**src/rtl/cmdmb_pkg.sv**
```systemverilog
// Shared constants for the command mailbox: register offsets, return codes
// and the completion percentage. Assumes byte offsets of eight bits.
package cmdmb_pkg;
    localparam logic [7:0]  OFF_CAPS    = 8'h00;
    localparam logic [7:0]  OFF_CTRL    = 8'h04;
    localparam logic [7:0]  OFF_CMD     = 8'h08;
    localparam logic [7:0]  OFF_STATUS  = 8'h10;
    localparam logic [7:0]  OFF_BGSTAT  = 8'h18;

    localparam logic [15:0] RC_SUCCESS    = 16'h0000;
    localparam logic [15:0] RC_BG_STARTED = 16'h0001;
    localparam logic [15:0] RC_REJECT     = 16'h0006;

    localparam logic [6:0]  PCT_DONE = 7'd100;
endpackage

```
**src/rtl/cmdmb_opclass.sv**
```systemverilog
// Opcode classifier: flags an opcode that appears in the parameterised
// background list. Assumes the list is packed with entry 0 in the low bits.
module cmdmb_opclass #(
    parameter int          NUM_BG     = 4,
    parameter logic [NUM_BG*16-1:0] BG_OPCODES = {16'hB203, 16'hB202, 16'hB201, 16'hB200}
) (
    input  logic [15:0] opcode,
    output logic        is_bg
);
    logic [NUM_BG-1:0] hit;

    // One comparator per listed opcode.
    for (genvar i = 0; i < NUM_BG; i++) begin : g_cmp
        assign hit[i] = (opcode == BG_OPCODES[i*16 +: 16]);
    end

    // Any match marks the opcode as long-running.
    assign is_bg = |hit;
endmodule

```
**src/rtl/cmdmb_bg_engine.sv**
```systemverilog
// Stub background engine: after start, advances a percent counter by one
// every STEP_CYCLES cycles and finishes at 100 with a success code.
// Assumes start is only pulsed while not busy.
module cmdmb_bg_engine
    import cmdmb_pkg::*;
#(
    parameter int STEP_CYCLES = 16
) (
    input  logic        clk,
    input  logic        rst_n,
    input  logic        start,
    input  logic [15:0] start_opcode,
    output logic        busy,
    output logic [6:0]  pct,
    output logic [15:0] opcode,
    output logic [15:0] final_rc,
    output logic        done
);
    localparam int CW = (STEP_CYCLES > 1) ? $clog2(STEP_CYCLES) : 1;
    localparam logic [CW-1:0] CNT_LAST = CW'(STEP_CYCLES - 1);

    logic [CW-1:0] cnt;

    // Progress sequencer: launch, step the percentage, finish at 100.
    always_ff @(posedge clk) begin
        if (!rst_n) begin
            busy     <= 1'b0;
            pct      <= '0;
            cnt      <= '0;
            opcode   <= '0;
            final_rc <= RC_SUCCESS;
            done     <= 1'b0;
        end else begin
            done <= 1'b0;
            if (start) begin
                busy     <= 1'b1;
                pct      <= '0;
                cnt      <= '0;
                opcode   <= start_opcode;
                final_rc <= RC_SUCCESS;
            end else if (busy) begin
                if (cnt == CNT_LAST) begin
                    cnt <= '0;
                    pct <= pct + 7'd1;
                    if (pct == PCT_DONE - 7'd1) begin
                        busy     <= 1'b0;
                        done     <= 1'b1;
                        final_rc <= RC_SUCCESS;
                    end
                end else begin
                    cnt <= cnt + CW'(1);
                end
            end
        end
    end

    // the percentage only holds or rises by one per cycle while running.
    a_r7_pct_step: assert property (@(posedge clk) disable iff (!rst_n)
        (busy && !start) |=> (pct == $past(pct)) || (pct == $past(pct) + 7'd1));

    // busy and a full percentage never coexist.
    a_r8_no_busy_at_done: assert property (@(posedge clk) disable iff (!rst_n)
        !(busy && pct == PCT_DONE));

    // the percentage never passes 100.
    a_r7_pct_bound: assert property (@(posedge clk) disable iff (!rst_n)
        pct <= PCT_DONE);
endmodule

```
**src/rtl/cmd_mailbox.sv**
```systemverilog
// Command mailbox register block. Decodes host register accesses, runs the
// doorbell handshake, posts immediate return codes and hosts the background
// engine. Assumes at most one register write per cycle.
module cmd_mailbox
    import cmdmb_pkg::*;
#(
    parameter int          PAYLOAD_EXP = 8,
    parameter bit          IRQ_SUPPORT = 1'b1,
    parameter int          IRQ_MSGNUM  = 3,
    parameter int          STEP_CYCLES = 16,
    parameter int          NUM_BG      = 4,
    parameter logic [NUM_BG*16-1:0] BG_OPCODES = {16'hB203, 16'hB202, 16'hB201, 16'hB200}
) (
    input  logic        clk,
    input  logic        rst_n,
    input  logic [7:0]  reg_addr,
    input  logic        reg_wr,
    input  logic [63:0] reg_wdata,
    output logic [63:0] reg_rdata,
    output logic        irq
);
    localparam logic [21:0] PAYLOAD_BYTES = 22'(1) << PAYLOAD_EXP;
    localparam logic [63:0] CAPS_VALUE = {53'd0, 4'(IRQ_MSGNUM), IRQ_SUPPORT, 1'b0, 5'(PAYLOAD_EXP)};

    logic        doorbell, irq_en;
    logic [15:0] cmd_op;
    logic [20:0] cmd_len;
    logic [15:0] last_rc;
    logic        is_bg, len_ok, launch, accept_db;
    logic        bg_busy, bg_done;
    logic [6:0]  bg_pct;
    logic [15:0] bg_op, bg_rc;
    logic [26:0] unused_wdata;

    assign unused_wdata = {reg_wdata[63:37], reg_wdata[1], reg_wdata[31:3] == 29'd0 ? 1'b0 : 1'b1};

    cmdmb_opclass #(.NUM_BG(NUM_BG), .BG_OPCODES(BG_OPCODES)) u_class (
        .opcode (cmd_op),
        .is_bg  (is_bg)
    );

    cmdmb_bg_engine #(.STEP_CYCLES(STEP_CYCLES)) u_engine (
        .clk          (clk),
        .rst_n        (rst_n),
        .start        (launch),
        .start_opcode (cmd_op),
        .busy         (bg_busy),
        .pct          (bg_pct),
        .opcode       (bg_op),
        .final_rc     (bg_rc),
        .done         (bg_done)
    );

    // Length check against the advertised payload size.
    assign len_ok = ({1'b0, cmd_len} <= PAYLOAD_BYTES);
    // A background launch happens on the edge that retires the doorbell.
    assign launch = doorbell && len_ok && is_bg;
    // A doorbell is taken only when idle.
    assign accept_db = reg_wr && (reg_addr == OFF_CTRL) && reg_wdata[0] && !doorbell && !bg_busy;

    // Host-writable control and command fields.
    always_ff @(posedge clk) begin
        if (!rst_n) begin
            irq_en  <= 1'b0;
            cmd_op  <= '0;
            cmd_len <= '0;
        end else if (reg_wr) begin
            if (reg_addr == OFF_CTRL) irq_en <= reg_wdata[2];
            if (reg_addr == OFF_CMD) begin
                cmd_op  <= reg_wdata[15:0];
                cmd_len <= reg_wdata[36:16];
            end
        end
    end

    // Doorbell handshake and immediate return-code posting.
    always_ff @(posedge clk) begin
        if (!rst_n) begin
            doorbell <= 1'b0;
            last_rc  <= RC_SUCCESS;
        end else if (doorbell) begin
            doorbell <= 1'b0;
            if (!len_ok)    last_rc <= RC_REJECT;
            else if (is_bg) last_rc <= RC_BG_STARTED;
            else            last_rc <= RC_SUCCESS;
        end else if (accept_db) begin
            doorbell <= 1'b1;
        end
    end

    // Completion interrupt, gated by support and enable.
    assign irq = bg_done && irq_en && IRQ_SUPPORT;

    // Register read mux.
    always_comb begin
        case (reg_addr)
            OFF_CAPS:   reg_rdata = CAPS_VALUE;
            OFF_CTRL:   reg_rdata = {61'd0, irq_en, 1'b0, doorbell};
            OFF_CMD:    reg_rdata = {27'd0, cmd_len, cmd_op};
            OFF_STATUS: reg_rdata = {16'd0, last_rc, 31'd0, bg_busy};
            OFF_BGSTAT: reg_rdata = {16'd0, bg_rc, 9'd0, bg_pct, bg_op};
            default:    reg_rdata = 64'd0;
        endcase
    end

    // the doorbell is up for one cycle only.
    a_r3_doorbell_one_cycle: assert property (@(posedge clk) disable iff (!rst_n)
        doorbell |=> !doorbell);

    // the interrupt is a single-cycle pulse.
    a_r9_irq_pulse: assert property (@(posedge clk) disable iff (!rst_n)
        irq |=> !irq);

    // the interrupt only fires with the operation finished at 100.
    a_r9_irq_at_done: assert property (@(posedge clk) disable iff (!rst_n)
        irq |-> (bg_pct == PCT_DONE) && !bg_busy);

    // no doorbell is taken while a background operation runs.
    a_r11_no_db_while_busy: assert property (@(posedge clk) disable iff (!rst_n)
        (bg_busy && !doorbell) |=> !doorbell);
endmodule

```
**config.mk**
```make
export PLATFORM = sky130hd
export DESIGN_NAME = cmd_mailbox
export DESIGN_NICKNAME = d
export VERILOG_FILES = /design/src/rtl/cmdmb_pkg.sv /design/src/rtl/cmdmb_opclass.sv /design/src/rtl/cmdmb_bg_engine.sv /design/src/rtl/cmd_mailbox.sv
export SDC_FILE = /design/constraint.sdc
export NUM_CORES = 1
export LEC_CHECK = 0
export BUFFER_PORTS_ARGS = -buffer_cell sky130_fd_sc_hd__buf_4
export CAP_MARGIN = 10
export CELL_PAD_IN_SITES_DETAIL_PLACEMENT = 2
export CELL_PAD_IN_SITES_GLOBAL_PLACEMENT = 2
export CORE_UTILIZATION = 27
export CTS_BUF_LIST = sky130_fd_sc_hd__clkbuf_4 sky130_fd_sc_hd__clkbuf_8 sky130_fd_sc_hd__clkbuf_16
export CTS_CLUSTER_DIAMETER = 30
export DETAILED_ROUTE_END_ITERATION = 16
export PLACE_DENSITY = 0.89
export SYNTH_ARGS = -nofsm -noshare
export SYNTH_HDL_FRONTEND = slang
export SYNTH_SLANG_ARGS = --single-unit
```
**constraint.sdc**
```tcl
create_clock -name clk -period 3.05 [get_ports clk]
set_clock_uncertainty 0.1 [all_clocks]
set_input_delay 0.61 -clock clk [delete_from_list [all_inputs] [get_ports clk]]
set_output_delay 0.61 -clock clk [all_outputs]
set_load 0.03 [all_outputs]
```
### Yosys cells after proc, flatten, opt, wreduce, memory -nomap -nowiden

Index checks and enable logic that the tools add are counted.

| word-level totals | value |
|---|---|
| register bits after elaboration | 84 |
| output and inout bits | 65 |
| logic and storage cells | 53 |

| cells by class | value |
|---|---|
| add/subtract/negate cells | 2 |
| order comparisons | 1 |
| eq/ne operators | 10 |
| mux-type cells | 10 |
| bitwise gates (word level) | 3 |
| reduce and logical (&&, ||, !) cells | 17 |

Operators with widths:

| kind | number |
|---|---|
| case mux 48 bit (5 select lines) | 1 |
| == test 16 bit (second input constant) | 4 |
| <= comparator 21 x 9 -> 1 bit (second input constant) | 1 |
| == test 8 x 5 -> 1 bit (second input constant) | 2 |
| == test 8 x 3 -> 1 bit (second input constant) | 1 |
| == test 8 x 4 -> 1 bit (second input constant) | 1 |
| logical NOT 8 bit | 1 |
| OR reduction 4 bit | 2 |
| adder 7 x 1 -> 7 bit (second input constant) | 1 |
| == test 7 bit (second input constant) | 1 |
| logical AND 1 bit | 7 |
| 2-to-1 mux 1 bit | 7 |
| AND reduction 2 bit | 3 |
| adder 4 x 1 -> 4 bit (second input constant) | 1 |
| == test 4 bit (second input constant) | 1 |
| 2-to-1 mux 4 bit | 1 |
| OR reduction 2 bit | 2 |
| 2-to-1 mux 3 bit | 1 |
| NOT 1 bit | 3 |
| logical NOT 1 bit | 2 |

### Depth between registers and ports, before layout

| logic depth | value |
|---|---|
| depth after elaboration | 6 |
| gate-level depth with buffers | 6 |

### Hierarchy

From an unflattened synthesis, not the netlist that was laid out.

| unflattened totals | value |
|---|---|
| cells, all modules | 428 |
| area total of the unflattened synthesis | 3606.0 um^2 |

By module, submodules not included:

| module | instances | cells each | area an instance (um^2) | sequential area each (um^2) |
|---|---|---|---|---|
| cmd_mailbox | 1 | 285 | 2243.4 | 820.8 |
| cmdmb_bg_engine | 1 | 138 | 1310.0 | 580.6 |
| cmdmb_opclass | 1 | 5 | 52.6 | 0.0 |

### Worst setup path after synthesis

No wires, ideal clock.

| path | value |
|---|---|
| path kind | input to output |
| start point | input port reg_addr[7] |
| end point | output port reg_rdata[23] |
| arrival time | 2200 ps |
| data required time | 2340 ps |
| slack | 140 ps |
| cell stages on the path | 5 |
| path buffers | 2 |
| cell sequence | or4_4 > nor4b_4 > buf_2 > buf_2 > and2_1 |

| on the way | value |
|---|---|
| cells in the longest elaborated chain, start to end | 2 |
| elaborated cells on any way between the ends | 6 |

Ends and longest elaborated chain:

| item | line | source |
|---|---|---|
| from (decl) | cmd_mailbox.sv:16 | `input logic [7:0] reg_addr,` |
| == test 8 x 5 -> 1 bit (tied with other cells) | cmd_mailbox.sv:96 | `case (reg_addr)` |
| case mux 48 bit (5 select lines) * | cmd_mailbox.sv:96 |  |
| to (decl) | cmd_mailbox.sv:19 | `output logic [63:0] reg_rdata,` |

Mark *: on every way between the ends. The rest lies on a longest branch, timed or not.

### Worst setup path after layout

| path | value |
|---|---|
| start point | input port reg_addr[7] |
| end point | output port reg_rdata[0] |

Same word-level chain as after synthesis.

==> summary.md <==
| Metric | Value |
|---|---|
| Status | finished clean |
| Via count | 3,040 |
| Final WL | 10,800 um |
| Post-layout min period | 2.97 ns |
| Hold path startpoint | u_engine.opcode[2] |
| Max-slew violation count | 0 |
| Root Driver | clkbuf_16 |
| GRT overflow | 0 |
| PostCTS Resize Cnt | 0 |
| 1st-iter DRT viols | 158 |
| Chip height | 115 um |
| Yosys warns | 0 |
| Synth top cells by count | 90 x nand2_1, 70 x dfxtp_1, 41 x mux2i_1 |
| Post-synthesis cell area | 3430 um2 |
| Worst EP arrival | 2.26 ns |
| Largest net degree at the start of global routing | 38 |
| Crit path from | reg_addr[7] |
| RSZ-0062 raised after global routing | false |
| Drt pass-1 iters | 4 |
| Mux cell area share after synthesis | 12.0% |
| Leading area contributor after synthesis | dfxtp_1 |
| Post-route ant nets | 0 |
| MaxCap Viol Count | 0 |
| Post-synthesis simple-gate area fraction | 23.6% |
| Largest family of logic cells by synthesized area | simple AND/OR/NAND/NOR gates |
| Most common cell in the netlist | nand2_1 |
| Number of global-route vias before repair | 3,280 |
| Cell Area, Placed | 4130 um2 |
| Worst EP required | 2.34 ns |
| Fmax | 336 MHz |
| Post-DR vias/cell | 4.66 |
| Total CTS buffers | 9 |
| Hold slack final | 0.334 ns |
| IO Port Bufs | 85 |
| Post-synth top area share | 40.8% |
| Yosys cell types | 41 |
| RR Startpoint | cmd_op[2] |
| Hold Buf Count CTS | 0 |
| GPL Wtd Cong | 0.781 |
| Skew-Pair Late Insertion Delay | 0.33 ns |
| Core box area | 12,200 um2 |
| Die Wd | 115 um |
| Die ar. | 13,200 um2 |
| Ant. Diodes | 0 |
| H-tree depth | 3 |
| Fin cells | 652 |
| Maximum buffer depth of the clock tree | 2 |
| CTS tree | built |
| Adder-cell share of the synthesized area | 0.729% |
| Synth area leaders | dfxtp_1 41%, mux2i_1 12%, nand2_1 9.8% |
| Startpoint Class | input port |
| Tcrit/Tclk final | 97.5% |
| Row count | 40 |
| Total power | 2.18 mW |
| Half-perimeter wire length after detailed placement | 7640 um |
| Initial Utilization | 28.1% |
| Capturing element type of the critical path | primary output |
| Post-Synth XOR/XNOR Area | 1.79% |
| Count of final setup violators | 0 |
| Final nets | 556 |
| Core Util, Final | 36.4% |
| Compound-Gate Fraction of Synth Area | 9.96% |
| Total track usage | 16.9% |
| Sink Count | 70 |
| Yosys reg bits | 70 |
| Top_reg_cell synth | dfxtp_1 |
| Pre-CTS setup slack | 0.0738 ns |
| Post-synthesis sequential area ratio | 40.8% |
| Share of cells above drive strength 1 | 23.6% |
| WS Path Type | in2out |
| First-pass GRT wire length | 17,000 um |
| # DRC | 0 |
| Peak supply drop | 0.235 mV |
| Area grow syn2layout | 29.7% |
| PD cells | 490 nW/um2 |
| Worst Hold Class | reg2reg |
| Reg clk slew, reported paths | 0.06 ns |
| Synth Instances | 401 |
| Wire length per cell | 16.5 um |
| Avg Inst Size Synth | 8.56 um2 |
| Initial antenna violation count | 0 |
| Max FO, Critical Path | 8 |
| Cell area after layout | 4450 um2 |
| Setup repair bufs after CTS | 0 |
| Leakage power | 2.06 nW |
| Number of flops mapped to enable cells by yosys | 0 |
| I/O pins | 140 |
| Worst Tran Pin Value | 0.700 ns |
| Post-synth ARST share | 0% |
| Fin Setup TNS | 0 ns |
| Slew HR | 53.3% |
| Placed Cells | 636 |
| Final hold viol count | 0 |
| Final worst slack | 0.0763 ns |
[routing by layer]
| layer | GRT usage [%] | up-vias | part of all wire, % |
|---|---|---|---|
| met5 | 0 | - | 0 |
| met4 | 5.45 | 0 | 1.3 |
| met3 | 4.98 | 12 | 5.6 |
| met2 | 30.3 | 73 | 51 |
| met1 | 19.1 | 1502 | 42 |
| li1 | - | 1453 | - |
[placed cells by master (no fill, tap or decap), types with 2 or more instances in the layout]
| cell | count |
|---|---|
| nand3_1 | 5 |
| clkbuf_16 | 9 |
| nor2_1 | 28 |
| a21oi_1 | 9 |
| xor2_1 | 3 |
| o21a_1 | 7 |
| and2_1 | 12 |
| dfxtp_1 | 70 |
| a31oi_1 | 5 |
| nor4b_1 | 2 |
| buf_4 | 91 |
| a22oi_1 | 3 |
| nand2_1 | 90 |
| conb_1 | 27 |
| nand4_1 | 4 |
| xnor2_1 | 4 |
| a22o_1 | 17 |
| nor4_1 | 9 |
| nor3_1 | 2 |
| mux2i_1 | 41 |
| clkbuf_8 | 4 |
| nor2b_1 | 3 |
| nor3b_1 | 2 |
| clkinv_2 | 2 |
| inv_1 | 16 |
| ha_1 | 2 |
[worst max-delay path, stage by stage]
cell and delay, ns:
buf_4 0.11, or4_4 0.58, or3_1 0.47, nor2_1 0.18, a221o_1 0.15, buf_4 0.17
[registers in the layout (all words and copies together) (netlist names)]
register and flops:
doorbell 1, cmd_len 21, last_rc 2, u_engine.done 1, u_engine.busy 1, u_engine.opcode 16, irq_en 1, cmd_op 16
u_engine.cnt 4, u_engine.pct 7
[final cells by class]
| cell class | instances | area [um2] |
|---|---|---|
| Fill cell | 1380 | 7760 |
| Tap cell | 168 | 210 |
| Clock inverter | 3 | 40.0 |
| Inverter | 16 | 60.1 |
| Clock buffer | 13 | 280 |
| Sequential cell | 70 | 1400 |
| Multi-Input combinational cell | 290 | 1750 |
| Timing Repair Buffer | 92 | 703 |
[cell families (layout without fill, tap and decap cells)]
| family | after synthesis | count (layout) |
|---|---|---|
| other | 1 | 27 |
| and+or+nand+nor | 167 | 167 |
| DFF | 70 | 70 |
| muxes | 41 | 41 |
| adders and majority gates | 2 | 2 |
| xor gates and xnor gates | 7 | 7 |
| buffers and inverters | 67 | 124 |
| AOI/OAI and AO/OA | 46 | 46 |
[worst paths after layout]
kind | end | slack, ns | cells after the start
hold reg to reg | u_engine.opcode[2] | 0.33 | 2
hold / removal | u_engine.opcode[2] | 0.33 | 2
setup reg to reg | u_engine.cnt[3] | 0.84 | 5
setup / recovery | reg_rdata[0] | 0.08 | 6
[report_power, final]
group,internal (mW),leakage (nW),switching [mW]
registers,0.915,0.563,0.000557
clock network,0.719,0.162,0.391
logic,0.0539,1.34,0.100
(Power assumes the default switching activity.)
